`config.mk`:
```
export PLATFORM = sky130hd
export DESIGN_NAME = reset_hold_seq
export DESIGN_NICKNAME = d
export VERILOG_FILES = /design/src/rtl/rhsPkg.sv /design/src/rtl/rhs_timer.sv /design/src/rtl/rhs_ctrl.sv /design/src/rtl/reset_hold_seq.sv
export SDC_FILE = /design/constraint.sdc
export NUM_CORES = 1
export LEC_CHECK = 0
export BUFFER_PORTS_ARGS = -buffer_cell sky130_fd_sc_hd__buf_2
export CORE_ASPECT_RATIO = 1.1
export CORE_UTILIZATION = 61
export DETAILED_ROUTE_END_ITERATION = 16
export PLACE_DENSITY = 0.87
export REMOVE_ABC_BUFFERS = 1
export SKIP_LAST_GASP = 1
export SLEW_MARGIN = 20
export SYNTH_ARGS = -nofsm -noshare
export SYNTH_HDL_FRONTEND = slang
export SYNTH_HIERARCHICAL = 1
export SYNTH_SLANG_ARGS = --single-unit
```
`constraint.sdc`:
```
create_clock -name clk -period 5.7 [get_ports clk]
set_input_delay 1.14 -clock clk [delete_from_list [all_inputs] [get_ports clk]]
set_output_delay 1.14 -clock clk [all_outputs]
set_load 0.1 [all_outputs]
```
`src/rtl/rhsPkg.sv`:
```
package rhsPkg;

  localparam int CAUSE_W = 3;
  localparam int MODE_W  = 3;

  typedef enum logic [CAUSE_W-1:0] {
    CAUSE_POR  = 3'd1,
    CAUSE_PIN  = 3'd2,
    CAUSE_WDT  = 3'd3,
    CAUSE_PCHG = 3'd4,
    CAUSE_CMP  = 3'd5
  } cause_e;

  typedef enum logic [1:0] {
    ST_HOLD   = 2'd0,
    ST_TIMING = 2'd1,
    ST_RUN    = 2'd2
  } holdState_e;

  // Strobes from control to the tick counter
  typedef struct packed {
    logic clear;
    logic advance;
  } rhsStrobe_t;

endpackage

```
`src/rtl/rhs_timer.sv`:
```
module rhs_timer
  import rhsPkg::*;
#(
  parameter int LONG_TICKS   = 1152,
  parameter int MID_TICKS    = 72,
  parameter int SHORT_TICKS  = 1,
  parameter int CNT_W        = 11,
  parameter logic [7:0] CRYSTAL_MASK = 8'b0000_0111
) (
  input  logic              clk,
  input  logic              porActive,
  input  rhsStrobe_t        strobe,
  input  logic [MODE_W-1:0] oscMode,
  input  logic              firstPowerUp,
  output logic              done
);

  localparam logic [CNT_W-1:0] LONG_L  = CNT_W'(LONG_TICKS);
  localparam logic [CNT_W-1:0] MID_L   = CNT_W'(MID_TICKS);
  localparam logic [CNT_W-1:0] SHORT_L = CNT_W'(SHORT_TICKS);

  logic [CNT_W-1:0] count;
  logic [CNT_W-1:0] limit;
  logic             isCrystal;

  // Per-mode lookup into the crystal mask
  logic [(1<<MODE_W)-1:0] crystalVec;
  for (genvar m = 0; m < (1 << MODE_W); m++) begin : g_modeMask
    assign crystalVec[m] = CRYSTAL_MASK[m];
  end

  assign isCrystal = crystalVec[oscMode];

  always_comb begin
    if (isCrystal)         limit = LONG_L;
    else if (firstPowerUp) limit = MID_L;
    else                   limit = SHORT_L;
  end

  always_ff @(posedge clk or posedge porActive) begin
    if (porActive)          count <= '0;
    else if (strobe.clear)  count <= '0;
    else if (strobe.advance) count <= count + CNT_W'(1);
  end

  // The comparison tolerates a mode change mid-hold
  assign done = (count >= (limit - CNT_W'(1)));

  assert_restart_zero_R8: assert property (@(posedge clk) disable iff (porActive)
    strobe.clear |=> (count == '0))
    else $error("count not restarted after clear");

endmodule

```
`src/rtl/rhs_ctrl.sv`:
```
module rhs_ctrl
  import rhsPkg::*;
(
  input  logic               clk,
  input  logic               porActive,
  input  logic               mclrLevel,
  input  logic               wdtSleepWake,
  input  logic               pinWake,
  input  logic               cmpWake,
  input  logic               done,
  output rhsStrobe_t         strobe,
  output logic               firstPowerUp,
  output logic               coreReset,
  output logic [CAUSE_W-1:0] resetCause
);

  holdState_e stateQ, stateD;
  cause_e     causeQ, causeD;
  logic       firstQ, firstD;
  logic       anyWake;

  assign anyWake = wdtSleepWake | pinWake | cmpWake;

  always_comb begin
    stateD = stateQ;
    causeD = causeQ;
    firstD = firstQ;
    strobe = '0;
    if (!mclrLevel) begin
      stateD       = ST_HOLD;
      strobe.clear = 1'b1;
      if (stateQ != ST_HOLD) causeD = CAUSE_PIN;
    end else if (stateQ == ST_HOLD) begin
      stateD       = ST_TIMING;
      strobe.clear = 1'b1;
    end else if (anyWake) begin
      stateD       = ST_TIMING;
      strobe.clear = 1'b1;
      if (wdtSleepWake)  causeD = CAUSE_WDT;
      else if (pinWake)  causeD = CAUSE_PCHG;
      else               causeD = CAUSE_CMP;
    end else if (stateQ == ST_TIMING) begin
      if (done) begin
        stateD       = ST_RUN;
        strobe.clear = 1'b1;
        firstD       = 1'b0;
      end else begin
        strobe.advance = 1'b1;
      end
    end
  end

  always_ff @(posedge clk or posedge porActive) begin
    if (porActive) begin
      stateQ <= ST_HOLD;
      causeQ <= CAUSE_POR;
      firstQ <= 1'b1;
    end else begin
      stateQ <= stateD;
      causeQ <= causeD;
      firstQ <= firstD;
    end
  end

  assign coreReset    = (stateQ != ST_RUN);
  assign firstPowerUp = firstQ;
  assign resetCause   = causeQ;

  assert_pin_hold_R2: assert property (@(posedge clk) disable iff (porActive)
    !mclrLevel |=> coreReset)
    else $error("core released while pin low");

  assert_wdt_rearm_R6: assert property (@(posedge clk) disable iff (porActive)
    (stateQ != ST_HOLD && mclrLevel && wdtSleepWake) |=> (coreReset && resetCause == CAUSE_WDT))
    else $error("watchdog wake did not rearm");

  assert_release_on_done_R5: assert property (@(posedge clk) disable iff (porActive)
    $fell(coreReset) |-> $past(done))
    else $error("release without completed count");

  assert_cause_stable_R11: assert property (@(posedge clk) disable iff (porActive)
    (!coreReset && $past(!coreReset)) |-> $stable(resetCause))
    else $error("cause changed while running");

endmodule

```
`src/rtl/reset_hold_seq.sv`:
```
module reset_hold_seq
  import rhsPkg::*;
#(
  parameter int LONG_TICKS  = 1152,
  parameter int MID_TICKS   = 72,
  parameter int SHORT_TICKS = 1,
  parameter logic [7:0] CRYSTAL_MASK = 8'b0000_0111
) (
  input  logic       clk,
  input  logic       porActive,
  input  logic       mclrLevel,
  input  logic       wdtSleepWake,
  input  logic       pinWake,
  input  logic       cmpWake,
  input  logic [2:0] oscMode,
  output logic       coreReset,
  output logic [2:0] resetCause
);

  localparam int MAX_A     = (LONG_TICKS > MID_TICKS) ? LONG_TICKS : MID_TICKS;
  localparam int MAX_TICKS = (MAX_A > SHORT_TICKS) ? MAX_A : SHORT_TICKS;
  localparam int CNT_W     = $clog2(MAX_TICKS + 1);

  rhsStrobe_t strobe;
  logic       done;
  logic       firstPowerUp;

  rhs_ctrl u_ctrl (
    .clk          (clk),
    .porActive    (porActive),
    .mclrLevel    (mclrLevel),
    .wdtSleepWake (wdtSleepWake),
    .pinWake      (pinWake),
    .cmpWake      (cmpWake),
    .done         (done),
    .strobe       (strobe),
    .firstPowerUp (firstPowerUp),
    .coreReset    (coreReset),
    .resetCause   (resetCause)
  );

  rhs_timer #(
    .LONG_TICKS   (LONG_TICKS),
    .MID_TICKS    (MID_TICKS),
    .SHORT_TICKS  (SHORT_TICKS),
    .CNT_W        (CNT_W),
    .CRYSTAL_MASK (CRYSTAL_MASK)
  ) u_timer (
    .clk          (clk),
    .porActive    (porActive),
    .strobe       (strobe),
    .oscMode      (oscMode),
    .firstPowerUp (firstPowerUp),
    .done         (done)
  );

endmodule

```
# Yosys cells after proc, flatten, opt, wreduce, memory -nomap -nowiden
# Memory sizes are Yosys's and may differ from the RTL's.
# Index checks and enable logic that the tools add are counted.
# word_totals
out_inout_bits	4
ff_bits	17
memories	1
romBits	8
elab_cells	51
# memory_table
name	depth	word_bits	read_ports	rd_clocked_by_memory_dff	write_ports	line	text
(no name shown)	8	1	1	0	0	rhs_timer.sv:32	assign isCrystal = crystalVec[oscMode];
# classes
order_cmp	2
add_sub_neg	2
n_bitwise	4
muxes	25
reduce_logical	7
eq_ne	6
# op_table
op	n
two-way mux 11 bit	3
two-way mux 3 bit	5
two-way mux 2 bit	6
adder 11 x 1 -> 11 bit (second input constant)	1
greater-or-equal comparator 11 bit	1
subtractor 11 x 1 -> 11 bit (second input constant)	1
two-way mux 1 bit	10
inequality test 4 x 1 -> 1 bit (second input constant)	2
two-way mux 7 bit	1
nonzero test 2 bit	3
AND reduction 5 bit	1
< comparator 3 x 4 -> 1 bit (second input constant)	1
inequality test 2 bit (second input constant)	2
AND reduction 3 bit	1
equality test 2 x 1 -> 1 bit (second input constant)	1
logical NOT 2 bit	1
inequality test 2 x 1 -> 1 bit (second input constant)	1
inverter 1 bit	2
bitwise OR 1 bit	2
AND reduction 2 bit	1

# Logic depth before layout (Yosys ltp)
# logic_depth
ltp_word	12
mapped_depth	16

# Cells and area by module
# The synthesis kept the hierarchy.
# modules_own_cells
module	instances	cells_per_inst	area_each_um2
rhs_timer	1	92	837.1
rhs_ctrl	1	31	304.0

# Least setup slack after synthesis
# OpenSTA, ideal clock, no wires.
# synth_timing
kind	input to register
from	in oscMode[1]
to	reg u_timer.count[6]
arrival_ns	3.744
path_buffers	0
setup_slack_ns	1.878
setup_time_ns	0.078
path_stages	14
path_cell_list	a21oi_1 nor2_1 inv_1 ha_1 ha_1 nand4_1 nor3b_1 nand2b_2 o211ai_1 nor2b_1 o21bai_1 o2111ai_2 or3_1 a21oi_1
# synth_lines
item	line	text
start, declared	reset_hold_seq.sv:15	input logic [2:0] oscMode,
end signal, assigned	rhs_timer.sv:43	else if (strobe.advance) count <= count + CNT_W'(1);
end, declared	rhs_timer.sv:22	logic [CNT_W-1:0] count;

==> impl_results.rst <==
.. list-table::
   :header-rows: 1

   * - Metric
     - Value
   * - Status
     - finished, final reports clean
   * - Total via count in the routed design
     - 946
   * - Type of element capturing the critical path
     - flop
   * - Layout Skew
     - 0.00442 ns
   * - Half-perimeter wire length of the detailed placement result
     - 1840 um
   * - HP Class
     - flop to flop
   * - Met2 track demand over resource in global routing
     - 42.1%
   * - Cts bufs inserted
     - 3
   * - Fraction of the yosys area taken by sequential cells
     - 37.5%
   * - Startpoint of the tightest hold check path
     - u_ctrl/resetCause[1]
   * - Compound-Gate Fraction of Synth Area
     - 14.6%
   * - Area growth, synth to finish
     - 9.43%
   * - Post-layout util
     - 70.9%
   * - Starting density of the core
     - 64.8%
   * - Crit path launch
     - oscMode[1]
   * - Worst setup path category
     - input pin to flop
   * - Number of synthesized register bits
     - 17
   * - Switching power
     - 0.0709 mW
   * - DRT iter0 DRCs
     - 25
   * - Top cell by count, worst path
     - sky130_fd_sc_hd__o211ai_1
   * - GR Layer Usage met1
     - 34.4%
   * - Final max-slew violation count
     - 0
   * - Switching power as a share of total power
     - 30.3%
   * - Residual DRC count
     - 0
   * - CTS tree
     - done
   * - DRT Wirelength
     - 2300 um
   * - FF-to-FF setup slack
     - 2.22 ns
   * - Largest cells by area after synthesis
     - sky130_fd_sc_hd__dfrtp_1 (33%), sky130_fd_sc_hd__ha_1 (12%), sky130_fd_sc_hd__xnor2_1 (5.4%)
   * - Total I/O pin count
     - 13
   * - Global Route Usage Sum
     - 27.0%
   * - Largest net degree at the start of global routing
     - 14
   * - Average wire per cell in the routed design
     - 14.8 um
   * - Max rail drop VDD
     - 0.000172 V
   * - Post-CTS sizing
     - 0
   * - WP data arrival
     - 4.45 ns
   * - Overflow left after global routing
     - 0
   * - Reg power frac
     - 53.5%
   * - Post-CTS Setup Inserts
     - 0
   * - Total leakage power
     - 0.540 nW
   * - Critical path required time
     - 5.88 ns
   * - Post-synth top area cell
     - sky130_fd_sc_hd__dfrtp_1
   * - Transition time of the tightest slew-check pin
     - 0.754 ns
   * - Sinks on the clock net
     - 17
   * - Total iterations of the first detailed-routing run
     - 4
   * - Max-cap violation count
     - 0
   * - GR Util met3
     - 5.77%
   * - Share of synthesized cell area in and, or, nand and nor gates
     - 23.0%
   * - Max H-tree Level
     - 1
   * - Synth Area in Adders
     - 12.1%
   * - Hold buffer count at cts
     - 0
   * - RD Place Congestion
     - 0.862
   * - Headroom to the max-slew limit
     - 49.6%
   * - Delay contributed by the slowest stage of the critical path
     - 0.72 ns
   * - Number of flops mapped to enable cells by yosys
     - 0
   * - Top flip-flop cell by instance count after synthesis
     - sky130_fd_sc_hd__dfrtp_1
   * - Antenna violations before repair
     - 0
   * - Placement row count
     - 16
   * - Global routing's busiest layer
     - met2
   * - Die height
     - 47.4 um
   * - Most common cell in the synthesized netlist
     - sky130_fd_sc_hd__nor2_1
   * - Internal Power
     - 0.163 mW
   * - Vias/cell
     - 6.06
   * - Wire length of the first global-routing pass
     - 3930 um
   * - Count of nets after finishing
     - 159
   * - Area of all sequential standard cells
     - 428 um^2
   * - Area share of xor/xnor cells in the synthesized design
     - 6.91%
   * - Yosys Warn Count
     - 6
   * - Cell Area, Placed
     - 1220 um^2
   * - Register clock-pin slew on the reported worst setup and hold paths
     - 0.09 ns
   * - Worst skew pair latency
     - 0.29 ns
   * - CTS max path bufs
     - 2
   * - Kind of start point of the critical path
     - input pin
   * - Final critical-path share of the clock period
     - 74.8%
   * - Critical Path Slowest Stage Cell
     - sky130_fd_sc_hd__nor4b_2
   * - Final total negative setup slack
     - 0 ns
   * - Final ANT Viol Nets
     - 0
   * - Combinational group share of total power
     - 19.6%
   * - Share of Yosys cell area claimed by the top area cell type
     - 32.9%
   * - Final Power
     - 0.234 mW
   * - Average footprint of a synthesized cell
     - 9.28 um^2
   * - Shortest clock period the worst path allows after layout
     - 4.27 ns
   * - Number of filler cells placed in the layout
     - 139
   * - Upper clock frequency limit
     - 234 MHz
   * - Area taken by multi-input logic gates
     - 659 um^2
   * - Clock power frac
     - 26.9%
   * - Final Hold Fails
     - 0
   * - Cell Area, Synth
     - 1140 um^2
   * - Setup slack at placement
     - 1.13 ns
   * - Largest fanout on the critical path
     - 7
   * - RSZ-0062 raised after global routing
     - no
   * - Power density cells
     - 188 nW/um^2
   * - Total setup violations reported at the end of the flow
     - 0
   * - Cell count after synthesis
     - 123
   * - Floorplan core area
     - 1760 um^2
   * - Ordered list of cells on the worst path
     - buf_2 -> a21oi_1 -> inv_1 -> nand2_1 -> ha_1 -> inv_1 -> ha_1 -> a211oi_1 -> o211ai_1 -> o211ai_1 -> o211ai_1 -> nor4b_2 -> o2111ai_2 -> nor4_2 -> xnor2_1 -> nor2_1
   * - Vias in the first global route
     - 879
   * - Fraction of final layout cells sized beyond drive strength 1
     - 18.8%
   * - Root buffer cell
     - sky130_fd_sc_hd__clkbuf_4
   * - Worst reg2reg path startpoint
     - u_ctrl/firstPowerUp
   * - Area enclosed by the die boundary
     - 2050 um^2
   * - Input/output buffers
     - 12
   * - Unique cell type count in the Yosys netlist
     - 41
   * - Largest family of logic cells by synthesized area
     - simple AND/OR/NAND/NOR gates
   * - Count of inserted antenna diode cells
     - 0
   * - Post-route setup slack
     - 1.43 ns
   * - Commonest cells post-synth
     - sky130_fd_sc_hd__nor2_1 (16), sky130_fd_sc_hd__dfrtp_1 (15), sky130_fd_sc_hd__inv_1 (12)
   * - Die width
     - 43.2 um
   * - Portion of netlist area occupied by mux cells
     - 0.877%
   * - Post-route cell area
     - 1250 um^2
   * - FFs w/ async S/R, synth
     - 100%
critical path, delay by kind of cell:
kind,cells,cell delay [ns]
AND/OR/NAND/NOR,4,1.15
XOR/XNOR,1,0.17
adder cells (fa/ha/maj),2,0.48
buffers and inverters,3,0.28
AO/OA/AOI/OAI,6,1.23
cells in the final DEF (no fill, tap or decap), types with 3 or more instances in the layout:
master / instances
sky130_fd_sc_hd__a21oi_1: 7
sky130_fd_sc_hd__buf_2: 12
sky130_fd_sc_hd__clkbuf_4: 3
sky130_fd_sc_hd__dfrtp_1: 15
sky130_fd_sc_hd__ha_1: 11
sky130_fd_sc_hd__inv_1: 12
sky130_fd_sc_hd__nand2_1: 6
sky130_fd_sc_hd__nand4_1: 3
sky130_fd_sc_hd__nor2_1: 16
sky130_fd_sc_hd__nor3_1: 3
sky130_fd_sc_hd__o211ai_1: 4
sky130_fd_sc_hd__o21ai_0: 4
sky130_fd_sc_hd__or3_1: 3
sky130_fd_sc_hd__xnor2_1: 7
metrics by stage:
stage | hold WS (ns) | cells
after CTS | 0.490 | 156
after detailed placement | 0.469 | 152
after global routing | 0.505 | 156
after floorplan | 0.456 | 121
after global placement | 0.455 | 152
final | 0.485 | 156
per-layer routing:
layer | share of wire, % | wire length, um
met3 | 3.2 | 74
met4 | 3.3 | 76
met5 | 0 | 0
met2 | 48 | 1100
met1 | 46 | 1050
layout make-up:
class | instances | share of cell area, %
multi-input combinational | 92 | 52.8
timing repair buffer | 13 | 5.41
inverter | 12 | 3.61
clock buffer | 4 | 2.10
tap | 18 | 1.80
sequential | 17 | 34.3
cell families (layout without fill, tap and decap cells):
group / after synthesis / after routing
simple gates: 45 / 45
compound gates: 25 / 25
flops: 17 / 17
buf+inv: 14 / 29
fa+ha+maj: 11 / 11
xor+xnor: 9 / 9
other cells: 1 / 1
mux: 1 / 1
flip-flops by register name (all words and copies together) (netlist names):
register	count
u_ctrl/stateQ	2
u_ctrl/resetCause	3
u_timer/count	11
u_ctrl/firstPowerUp	1
path summary, 6_finish.rpt:
kind | endpoint | cells after the start
worst max-delay path | u_timer/count[10] | 16
worst min register to register | u_ctrl/resetCause[1] | 1
worst min-delay path | u_ctrl/resetCause[1] | 1
min in group asynchronous | u_ctrl/resetCause[2] | 2
worst max register to register | u_timer/count[10] | 14
max in group asynchronous | u_timer/count[1] | 2
power groups by stage:
stage                     logic (mW)  clock network (mW)  registers [mW]
after floorplan               0.0176                   0           0.145
after global placement        0.0437                   0           0.128
after detailed placement      0.0456                   0           0.128
after CTS                     0.0458              0.0661           0.126
after global routing          0.0506              0.0712           0.126
final                         0.0460              0.0629           0.125
Note: power is estimated with default switching activity, not from simulation.
